**src/rtl/intr_seq_pkg.sv**
```systemverilog
// Shared types for the interrupt entry sequencer.
// Assumes the source codes double as the vector offset index (vector = top - 2*(code-1)).
package intr_seq_pkg;

    typedef enum logic [2:0] {
        SRC_NONE  = 3'd0,
        SRC_RST   = 3'd1,
        SRC_NMI   = 3'd2,
        SRC_TRAP1 = 3'd3,
        SRC_IRQ   = 3'd4,
        SRC_FIRQ  = 3'd5,
        SRC_TRAP2 = 3'd6,
        SRC_TRAP3 = 3'd7
    } src_e;

    typedef struct packed {
        logic take;
        src_e src;
        logic stack_all;
        logic set_i;
        logic set_f;
    } entry_t;

    // Build the full entry record for one source; SRC_NONE yields all zeros.
    function automatic entry_t entry_of(input src_e s);
        entry_t e;
        e.take      = (s != SRC_NONE);
        e.src       = s;
        e.stack_all = (s == SRC_NMI) || (s == SRC_TRAP1) || (s == SRC_IRQ) ||
                      (s == SRC_TRAP2) || (s == SRC_TRAP3);
        e.set_i     = (s == SRC_RST) || (s == SRC_NMI) || (s == SRC_TRAP1) ||
                      (s == SRC_IRQ) || (s == SRC_FIRQ);
        e.set_f     = (s == SRC_RST) || (s == SRC_NMI) || (s == SRC_TRAP1) ||
                      (s == SRC_FIRQ);
        return e;
    endfunction

endpackage

```
**src/rtl/intr_nmi_catch.sv**
```systemverilog
// Non-maskable edge catcher.
// Detects a high-to-low transition of the active-low pin and holds it in a sticky
// latch until the arbiter accepts it. The output already includes an edge seen this
// cycle, so an edge arriving on a boundary is taken on that boundary.
// Assumes nmi_n is already synchronous to clk.
module intr_nmi_catch (
    input  logic clk,
    input  logic rst_n,
    input  logic nmi_n,
    input  logic accept,
    output logic pend
);

    logic nmi_prev;
    logic held;
    logic fall;

    assign fall = nmi_prev & ~nmi_n;
    assign pend = held | fall;

    // Track the pin level of the previous cycle (also during reset, so a pin held low is no edge).
    always_ff @(posedge clk) begin
        nmi_prev <= nmi_n;
    end

    // Sticky latch: a new edge survives the consumption of an older one.
    always_ff @(posedge clk) begin
        if (!rst_n) begin
            held <= 1'b0;
        end else if (accept) begin
            held <= held & fall;
        end else if (fall) begin
            held <= 1'b1;
        end
    end

    AST_NMI_HELD_UNTIL_TAKEN: assert property (@(posedge clk) disable iff (!rst_n)
        (held && !accept) |=> held);

    AST_NMI_ACCEPT_NEEDS_PEND: assert property (@(posedge clk) disable iff (!rst_n)
        accept |-> pend);

endmodule

```
**src/rtl/intr_arbiter.sv**
```systemverilog
// Fixed-priority chooser for one instruction boundary.
// Ranks requests trap > non-maskable > fast > normal and returns the winning source,
// or SRC_NONE when not at a boundary or nothing qualifies.
// Assumes trap_sel is only meaningful together with boundary.
module intr_arbiter
    import intr_seq_pkg::*;
(
    input  logic       boundary,
    input  logic [1:0] trap_sel,
    input  logic       nmi_pend,
    input  logic       firq_n,
    input  logic       irq_n,
    input  logic       mask_i,
    input  logic       mask_f,
    output src_e       pick
);

    localparam int RANKS = 6;

    logic [RANKS-1:0] req;

    // Map a rank index to its source; rank 0 is the highest priority.
    function automatic src_e rank_src(input int r);
        case (r)
            0:       return SRC_TRAP1;
            1:       return SRC_TRAP2;
            2:       return SRC_TRAP3;
            3:       return SRC_NMI;
            4:       return SRC_FIRQ;
            default: return SRC_IRQ;
        endcase
    endfunction

    // Qualify each request with its mask, in rank order.
    always_comb begin
        req[0] = (trap_sel == 2'b01);
        req[1] = (trap_sel == 2'b10);
        req[2] = (trap_sel == 2'b11);
        req[3] = nmi_pend;
        req[4] = ~firq_n & ~mask_f;
        req[5] = ~irq_n & ~mask_i;
    end

    // Scan from lowest to highest priority so the highest set rank wins.
    always_comb begin
        pick = SRC_NONE;
        if (boundary) begin
            for (int r = RANKS - 1; r >= 0; r--) begin
                if (req[r]) pick = rank_src(r);
            end
        end
    end

endmodule

```
**src/rtl/intr_entry_reg.sv**
```systemverilog
// Output register of the sequencer.
// Holds the entry record for one cycle after the decision, and injects the reset
// entry in the first cycle after reset release. While that reset entry is pending it
// raises rst_blk so that no other decision is made in the same cycle.
module intr_entry_reg
    import intr_seq_pkg::*;
(
    input  logic   clk,
    input  logic   rst_n,
    input  src_e   pick,
    output entry_t ent,
    output logic   rst_blk
);

    // Register the chosen entry; reset entry takes precedence on release.
    always_ff @(posedge clk) begin
        if (!rst_n) begin
            rst_blk <= 1'b1;
            ent     <= '0;
        end else if (rst_blk) begin
            rst_blk <= 1'b0;
            ent     <= entry_of(SRC_RST);
        end else begin
            ent     <= entry_of(pick);
        end
    end

    AST_RESET_ENTRY_FIRST: assert property (@(posedge clk) disable iff (!rst_n)
        rst_blk |=> (ent.take && ent.src == SRC_RST && !ent.stack_all && ent.set_i && ent.set_f));

    AST_FAST_PARTIAL_STACK: assert property (@(posedge clk) disable iff (!rst_n)
        (ent.take && ent.src == SRC_FIRQ) |-> (!ent.stack_all && ent.set_i && ent.set_f));

    AST_NORMAL_SETS_I_ONLY: assert property (@(posedge clk) disable iff (!rst_n)
        (ent.take && ent.src == SRC_IRQ) |-> (ent.stack_all && ent.set_i && !ent.set_f));

    AST_IDLE_ZERO: assert property (@(posedge clk) disable iff (!rst_n)
        !ent.take |-> (ent.src == SRC_NONE && !ent.stack_all && !ent.set_i && !ent.set_f));

endmodule

```
**src/rtl/intr_seq_top.sv**
```systemverilog
// Interrupt entry sequencer top.
// Samples requests at instruction boundaries (insn_done), picks one entry by fixed
// priority, and presents a one-cycle accept with vector address, stacking depth and
// mask updates one clock later. Mask bits are owned by the datapath and fed back in.
module intr_seq_top
    import intr_seq_pkg::*;
#(
    parameter int            VEC_W   = 16,
    parameter logic [15:0]   VEC_TOP = 16'hFFFE
) (
    input  logic             clk,
    input  logic             rst_n,
    input  logic             insn_done,
    input  logic [1:0]       trap_sel,
    input  logic             nmi_n,
    input  logic             firq_n,
    input  logic             irq_n,
    input  logic             mask_i,
    input  logic             mask_f,
    output logic             take,
    output logic [2:0]       src_code,
    output logic [VEC_W-1:0] vec_addr,
    output logic             stack_all,
    output logic             set_i,
    output logic             set_f
);

    localparam logic [VEC_W-1:0] VEC_BASE = VEC_W'(VEC_TOP) + VEC_W'(2);

    logic   nmi_pend;
    logic   nmi_accept;
    logic   rst_blk;
    logic   boundary;
    src_e   pick;
    entry_t ent;

    assign boundary   = insn_done & ~rst_blk;
    assign nmi_accept = (pick == SRC_NMI);

    intr_nmi_catch u_nmi (
        .clk    (clk),
        .rst_n  (rst_n),
        .nmi_n  (nmi_n),
        .accept (nmi_accept),
        .pend   (nmi_pend)
    );

    intr_arbiter u_arb (
        .boundary (boundary),
        .trap_sel (trap_sel),
        .nmi_pend (nmi_pend),
        .firq_n   (firq_n),
        .irq_n    (irq_n),
        .mask_i   (mask_i),
        .mask_f   (mask_f),
        .pick     (pick)
    );

    intr_entry_reg u_ent (
        .clk     (clk),
        .rst_n   (rst_n),
        .pick    (pick),
        .ent     (ent),
        .rst_blk (rst_blk)
    );

    // Drive the port view of the entry; vector steps down two bytes per code.
    always_comb begin
        take      = ent.take;
        src_code  = ent.src;
        stack_all = ent.stack_all;
        set_i     = ent.set_i;
        set_f     = ent.set_f;
        vec_addr  = ent.take ? (VEC_BASE - (VEC_W'(ent.src) << 1)) : '0;
    end

    AST_ACCEPT_AT_BOUNDARY: assert property (@(posedge clk) disable iff (!rst_n)
        (take && src_code != SRC_RST) |-> $past(insn_done));

    AST_NORMAL_MASK_RESPECTED: assert property (@(posedge clk) disable iff (!rst_n)
        (take && src_code == SRC_IRQ) |-> $past(!mask_i && !irq_n));

    AST_FAST_MASK_RESPECTED: assert property (@(posedge clk) disable iff (!rst_n)
        (take && src_code == SRC_FIRQ) |-> $past(!mask_f && !firq_n));

    AST_TRAP_WINS: assert property (@(posedge clk) disable iff (!rst_n)
        (take && src_code != SRC_RST && $past(insn_done && trap_sel != 2'b00))
            |-> (src_code == SRC_TRAP1 || src_code == SRC_TRAP2 || src_code == SRC_TRAP3));

    AST_NMI_FULL_STACK: assert property (@(posedge clk) disable iff (!rst_n)
        (take && src_code == SRC_NMI) |-> (stack_all && set_i && set_f));

endmodule

```
**config.mk**
```make
export PLATFORM = sky130hd
export DESIGN_NAME = intr_seq_top
export DESIGN_NICKNAME = d
export VERILOG_FILES = /design/src/rtl/intr_seq_pkg.sv /design/src/rtl/intr_nmi_catch.sv /design/src/rtl/intr_arbiter.sv /design/src/rtl/intr_entry_reg.sv /design/src/rtl/intr_seq_top.sv
export SDC_FILE = /design/constraint.sdc
export NUM_CORES = 1
export LEC_CHECK = 0
export BUFFER_PORTS_ARGS = -buffer_cell sky130_fd_sc_hd__buf_4
export CAP_MARGIN = 15
export CORE_MARGIN = 10
export CORE_UTILIZATION = 36
export DETAILED_ROUTE_END_ITERATION = 7
export PLACE_DENSITY = 0.72
export SLEW_MARGIN = 20
export SYNTH_ARGS = -nofsm -noshare
export SYNTH_HDL_FRONTEND = slang
export SYNTH_HIERARCHICAL = 1
export SYNTH_SLANG_ARGS = --single-unit
```
**constraint.sdc**
```tcl
create_clock -name clk -period 1.3 [get_ports clk]
set_input_delay 0.26 -clock clk [delete_from_list [all_inputs] [get_ports clk]]
set_output_delay 0.26 -clock clk [all_outputs]
set_load 0.02 [all_outputs]
```
Word level (Yosys, flattened, before mapping)
Index checks and enable logic that the tools add are counted.
{"block": "classes", "n_eq_ne": 10, "n_reduce_logical": 12, "n_mux": 12, "bitwise": 13, "addsub": 1}
{"cell": "3-bit 2-to-1 mux", "count": 7}
{"cell": "16-bit 2-to-1 mux", "count": 1}
{"cell": "3-bit equality test, second input constant", "count": 4}
{"cell": "1-bit logical OR", "count": 9}
{"cell": "7-bit 2-to-1 mux", "count": 1}
{"cell": "1-bit NOT", "count": 7}
{"cell": "3-bit by 2-bit equality test with 1-bit output, second input constant", "count": 2}
{"cell": "1-bit bitwise AND", "count": 5}
{"cell": "1-bit by 4-bit subtractor with 5-bit output, first input constant", "count": 1}
{"cell": "2-bit equality test, second input constant", "count": 2}
{"cell": "3-bit by 1-bit equality test with 1-bit output, second input constant", "count": 1}
{"cell": "1-bit 2-to-1 mux", "count": 3}
{"cell": "3-bit nonzero test", "count": 1}
{"cell": "2-bit by 1-bit equality test with 1-bit output, second input constant", "count": 1}
{"cell": "2-bit nonzero test", "count": 1}
{"cell": "2-bit OR reduction", "count": 1}
{"cell": "1-bit OR", "count": 1}
{"block": "totals", "inputBits": 10, "regBits": 10, "output_inout_bits": 23}

Longest topological paths before layout
Gate-level depths: netlist of the first run.
{"block": "depth", "word_depth": 15, "depth_mapped": 7, "ltp_nobuf": 7}

Modules after synthesis
The synthesis of the first run kept the hierarchy.
{"mod": "intr_entry_reg", "cells_per_inst": 24, "area_each_um2": 250.2, "n_inst": 1}
{"mod": "intr_seq_top", "cells_per_inst": 23, "area_each_um2": 163.9, "n_inst": 1}
{"mod": "intr_nmi_catch", "cells_per_inst": 7, "area_each_um2": 78.8, "n_inst": 1}
{"mod": "intr_arbiter", "cells_per_inst": 6, "area_each_um2": 47.5, "n_inst": 1}

Worst setup path before layout of the first run
Ideal clock, no wire load.
{"block": "synth_path", "path_kind": "reg-to-output", "start": "register, netlist name u_ent/ent[6]", "end": "output vec_addr[10]", "t_arrival_ns": 1.171, "stages_incl_launch_ff": 3, "n_path_buf": 1, "path_slack_ns": -0.131, "cell_sequence": "dfxtp_1 o31a_1 buf_4"}
{"block": "synth_via", "elab_chain_cells": 1}
{"element": "16-bit 2-to-1 mux", "line_no": "intr_seq_top.sv:74", "rtl": "vec_addr = ent.take ? (VEC_BASE - (VEC_W'(ent.src) << 1)) : '0;"}
{"element": "end: declaration", "line_no": "intr_seq_top.sv:22", "rtl": "output logic [VEC_W-1:0] vec_addr,"}
No other way between the ends.

Final worst setup path of the first run
{"block": "layout_path", "start": "register, netlist name u_ent/ent[3]", "end": "output vec_addr[3]"}
{"block": "layout_via", "elab_chain_cells": 2}
{"element": "1-bit by 4-bit subtractor with 5-bit output", "line_no": "intr_seq_top.sv:74"}
{"element": "16-bit 2-to-1 mux", "line_no": "intr_seq_top.sv:74"}
No other way between the ends.

==> results of run 1 <==
worst paths after layout:
| path | endpoint | start | slack, ps |
|---|---|---|---|
| worst max-delay path | vec_addr[3] | u_ent/ent[3]$_SDFF_PN0_ | -180 |
| worst min-delay path | u_nmi/nmi_prev$_DFF_P_ | nmi_n | 90 |
| worst max register to register | u_nmi/held$_SDFFE_PN0P_ | u_nmi/nmi_prev$_DFF_P_ | -70 |
| worst min register to register | u_ent/ent[3]$_SDFF_PN0_ | u_ent/rst_blk$_DFF_P_ | 620 |
report_power, final:
group          switching (mW)  internal, mW
logic                   0.150         0.157
registers              0.0122         0.326
clock network           0.115         0.170
total                   0.277         0.653
worst max-delay path: stages, from the launching register on:
cell     delay [ps]
dfxtp_2         350
inv_1            70
ha_4            160
xnor2_2         120
and2_4          140
buf_6           120
registers in the layout, summed over array words and instances (netlist names):
name,flops
u_nmi/nmi_prev,1
u_ent/rst_blk,1
u_nmi/held,1
u_ent/ent,7
metal layers:
| metal | vias to the layer above | routed length (um) | part of all wire (%) | global-route usage, % |
|---|---|---|---|---|
| met3 | 4 | 193 | 11 | 4.506 |
| met5 | - | 0 | 0 | 0 |
| met1 | 235 | 617 | 36 | 7.515 |
| li1 | 254 | - | - | - |
| met4 | 0 | 38 | 2.2 | 8.525 |
| met2 | 32 | 871 | 51 | 14.71 |
stage by stage:
stage / TNS [ps] / area [um^2] / total power, mW / hold WS (ps)
floorplan: -38.86 / 546.8 / 0.4882 / 287.7
global placement: -709.3 / 768.2 / 0.5720 / 373.1
detailed placement: -727.3 / 768.2 / 0.5764 / 375.4
CTS: -2144 / 877.1 / 0.8861 / 88.41
global route: -2844 / 992.2 / 0.9715 / 87.84
finish: -2185 / 992.2 / 0.9304 / 94.00
logic make-up (layout without fill, tap and decap cells):
group | count (synthesis) | count (layout) | synth area share [%]
XOR/XNOR | 1 | 1 | 1.621
other | 1 | 1 | 0.6938
adder cells (fa/ha/maj) | 2 | 2 | 4.398
AO/OA/AOI/OAI | 8 | 8 | 11.58
buffers and inverters | 18 | 53 | 20.83
AND/OR/NAND/NOR | 20 | 20 | 23.84
flip-flops | 10 | 10 | 37.04
area by class of cell:
class	instances	area, um^2	area share (%)
Tap cell	15	18.77	1.892
Sequential cell	10	205.2	20.68
Timing Repair Buffer	43	352.8	35.56
Inverter	6	22.52	2.270
Multi-Input combinational cell	32	356.6	35.94
Clock buffer	4	36.28	3.657
synth_stat cells (all sizes together):
cell type / n / area (um^2)
nand2b: 5 / 38.78
xnor2: 1 / 8.760
inv: 6 / 22.52
a22o: 1 / 10.01
conb: 1 / 3.750
nor3b: 2 / 15.01
nor2: 4 / 15.01
a311oi: 1 / 8.760
and3: 1 / 6.260
and2: 3 / 18.77
o21a: 1 / 7.510
maj3: 1 / 11.26
nand2: 1 / 3.750
a31oi: 1 / 6.260
dfxtp: 10 / 200.2
buf: 12 / 90.09
ha: 1 / 12.51
o22ai: 1 / 6.260
nor2b: 2 / 12.51
nor4: 2 / 18.77
a21oi: 1 / 5.000
o31a: 2 / 18.77
cell usage in the layout, fill, tap and decap left out, drive strengths merged, types with 2 or more instances in the layout:
master  instances
dfxtp          10
and2            3
nor2b           2
nand2b          5
clkbuf          4
inv             6
nor2            4
nor4            2
o31a            2
nor3b           2
buf            43
repair_timing:
item                                    4_1_cts  5_1_grt
hold buffers                                  0        0
pin swaps                                     7        7
endpoints found under the setup margin       19       20
buffers inserted                              2        2
gates resized for setup                      15       18
==> flow_metrics.tcl, run 1 <==
set metrics [dict create \
    fp-row-count 13 \
    final_nets 107 \
    min_period_ps 1484 \
    setup_violations 18 \
    end_kind "output port" \
    die-area_um2 3452 \
    start_kind "flop" \
    grt_overflow 0 \
    maxCapViolations 0 \
    syn_area_per_cell_um2 9.009 \
    dr.pass1.iters 5 \
    grt_usage_pct 8.903 \
    dp.cells 102 \
    clock_path_buffers 2 \
    cp_max_fo 3 \
    start_util_pct 40.04 \
    h-tree-depth 1 \
    grt_pass1_wl_um 2380 \
    slew_violations 0 \
    synth.distinct_cells 26 \
    core-area_um2 1350 \
    cts_tree "built" \
    netlist_instances 60 \
    ios 33 \
    fp.dieH_um 58.75 \
    via_per_inst 4.773 \
    clock_skew_ps 4.848 \
    synth_nets 71 \
    io_buffers 31 \
    ys_ff_latch 10 \
    layoutNonFillerInstCount 110 \
    leakage_nw 0.4696 \
    clk_latency_ps 270 \
    place_congestion 0.7503 \
    clk_pin_slew_ps 70 \
    numClockSinks 10 \
    drive_above_1_share_pct 78.95 \
    cts_buffers 3 \
    routed_wl_um 1720 \
    antenna_found_initial 0 \
    clockRootBuffer "clkbuf_4" \
    criticalPathCategory "reg -> out" \
    n_fill_cell 94 \
    drcViolationCount 0 \
    period_share_pct 114.2 \
    syn_area_um2 540.5 \
    seq_area_frac_synth_pct 37.04 \
    die_x_um 58.75 \
    worstPathRequired_ps 1040 \
    diodes 0 \
    clock.fmax_mhz 673.7 \
    num_vias 525 \
    pwr_density_cell_nw_per_um2 937.7 \
    status "finished, violations left" \
    utilization_pct 73.49 \
    rsz0062_at_grt "true" \
    dp_slack_ps -213.1 \
    r2r.worst_path.cells 6 \
    setup_ws_ps -184.3 \
    synthToLayoutAreaGrowth_pct 83.57 \
    yosys_warnings 6 \
    routedWlPerCell_um 15.64 \
    arrival_ps 1220 \
    hp-class "in -> reg" \
    violations "negative setup slack" \
    grt_max_degree 13 \
    peakVddDrop_mv 0.5424 \
    drt_iter0_markers 13 \
    final_hold_viol_count 0 \
    place_hpwl_um 1136 \
    worstHoldPathCells 1 \
    grt_pass1_vias 539 \
    ant_nets 0 \
]
(Power assumes the default switching activity.)
==> inputs of run 2 (changes only) <==
--- a/config.mk
+++ b/config.mk
@@ -10,7 +10,7 @@
 export CORE_MARGIN = 10
 export CORE_UTILIZATION = 36
 export DETAILED_ROUTE_END_ITERATION = 7
-export PLACE_DENSITY = 0.72
+export PLACE_DENSITY = 0.69
 export SLEW_MARGIN = 20
 export SYNTH_ARGS = -nofsm -noshare
 export SYNTH_HDL_FRONTEND = slang
==> run 2 against run 1 <==
  * The flow still finishes with violations (negative setup slack)
  * Global-route usage down 0.65 points
  * Critical path depth shrank 3
  * Combinational power down 8.1%
  * Wire length is 10% lower
  * Cell area down 5.0%
  * Die area stayed put
  * Via count decreased by 1.1%
  * Sequential power is essentially flat
  * Maximum frequency is 0.33% higher
  * Count of clock-buffer cells in the layout unchanged
==> flow_metrics.tcl, run 2 (synthesis gave the netlist of run 1 again) <==
set metrics [dict create \
    status "finished, violations left" \
    violations "negative setup slack" \
    p_comb_share_pct 31.5 \
    criticalPathCategory "reg -> out" \
    final_common_cell "buf_4" \
    grt_overflow 0 \
    core-area_um2 1350 \
    routed_wl_um 1547 \
    critical_path.startpoint "u_ent/ent[3]$_SDFF_PN0_" \
    clk_latency_ps 260 \
    clockRootBuffer "clkbuf_4" \
    fp.dieH_um 58.75 \
    pwr_density_cell_nw_per_um2 952.5 \
    io_buffers 31 \
    cp_num_buf_inv 1 \
    drcViolationCount 0 \
    cts_tree "built" \
    setup_violations 18 \
    netSwitchingFraction_pct 28.55 \
    drt_iter0_markers 4 \
    whs_ps 109.8 \
    routedWlPerCell_um 14.06 \
    start_kind "flop" \
    start_util_pct 40.04 \
    ant_nets 0 \
    peakVddDrop_mv 0.5023 \
    hold_path_startpoint "nmi_n" \
    grt_max_degree 13 \
    layout_common_cells "37 x buf_4, 6 x buf_6, 6 x dfxtp_1" \
    p_int_mw 0.6412 \
    final_hold_viol_count 0 \
    path_delay_family "compound AO/OA/AOI/OAI gates" \
    end_kind "output port" \
    rsz0062_at_grt "true" \
    largest_reg_flops 7 \
    cpMaxStageDelayCell "o31a_2" \
    fin_tns_setup_ps -2533 \
    setup_ws_ps -179.4 \
    num_vias 519 \
    n_fill_cell 111 \
    place_hpwl_um 1155 \
    final_nets 107 \
    slowest_delay_ps 430 \
    dp_slack_ps -225.3 \
    min_period_ps 1479 \
    antenna_found_initial 0 \
    die_x_um 58.75 \
    h-tree-depth 1 \
    clock_skew_ps 0.6623 \
    rr_startpoint "u_nmi/nmi_prev$_DFF_P_" \
    clockPowerShare_pct 30.8 \
    arrival_ps 1220 \
    diodes 0 \
    ios 33 \
    cts_buffers 3 \
    clock.fmax_mhz 676.0 \
    place_congestion 0.7901 \
    slew_violations 0 \
    period_share_pct 113.8 \
    numClockSinks 10 \
    drive_above_1_share_pct 74.74 \
    top_register "u_ent/ent" \
    leakage_nw 0.4594 \
    clock_path_buffers 2 \
    worstPathCellList "o31a_2 > buf_4" \
    worstPathRequired_ps 1040 \
    via_per_inst 4.718 \
    switching_power_mw 0.2562 \
    dr.pass1.iters 4 \
    cp_max_fo 12 \
    maxCapViolations 0 \
    grt_pass1_wl_um 2359 \
    grt_pass1_vias 528 \
    hp-class "in -> reg" \
    clk_pin_slew_ps 60 \
    pwr-share-seq_pct 37.6 \
    synthToLayoutAreaGrowth_pct 74.31 \
    fp-row-count 13 \
    grt_usage_pct 8.251 \
    die-area_um2 3452 \
]
run 2: changes by cell type in the layout (fill, tap and decap cells not counted), moves of 2 or more:
| cell | previous run | this run |
|---|---|---|
| nand2b_4 | 4 | 2 |
| nand2b_1 | 1 | 3 |
| buf_6 | 8 | 6 |
| buf_4 | 35 | 37 |
run 2: final timing paths:
check / end / slack, ps / cells past startpoint
worst min register to register: u_ent/ent[6]$_SDFF_PN0_ / 640 / 3
worst max register to register: u_nmi/held$_SDFFE_PN0P_ / -70 / 6
worst min-delay path: u_nmi/nmi_prev$_DFF_P_ / 110 / 1
worst max-delay path: vec_addr[7] / -180 / 2
run 2: stage by stage:
step                power (mW)  instance area, um^2  utilization (%)  cells
floorplan               0.4882                546.8                -     60
global placement        0.5685                753.2            55.79    100
detailed placement      0.5727                753.2            55.79    100
CTS                     0.8864                890.9            65.99    108
global route            0.9370                942.2            69.79    110
finish                  0.8974                942.2            69.79    110
run 2: power by group through the flow:
stage / clock, mW / combinational, mW / sequential [mW]
floorplan: 0 / 0.131 / 0.358
global placement: 0 / 0.227 / 0.342
detailed placement: 0 / 0.230 / 0.343
CTS: 0.282 / 0.267 / 0.337
global route: 0.293 / 0.304 / 0.340
finish: 0.277 / 0.283 / 0.338
run 2: routing by layer:
layer	vias up	wire, um	track usage (%)	share of wire, %
li1	254	-	-	-
met1	232	551	7.497	36
met2	29	805	14.86	52
met3	4	166	4.077	11
met4	0	25	3.934	1.6
met5	-	0	0	0
run 2: layout make-up:
class	instances	area (um^2)	area share, %
clock buffers	4	36.28	3.851
inverters	6	22.52	2.390
multi-input cells	32	314.1	33.33
flip-flops and latches	10	205.2	21.78
well taps	15	18.77	1.992
repair buffers	43	345.3	36.65
run 2: repair_timing:
action | CTS | global route
pin swaps | 9 | 7
hold buffers | 0 | 0
setup buffers | 4 | 2
endpoints found under the setup margin | 18 | 19
resized for setup | 18 | 8
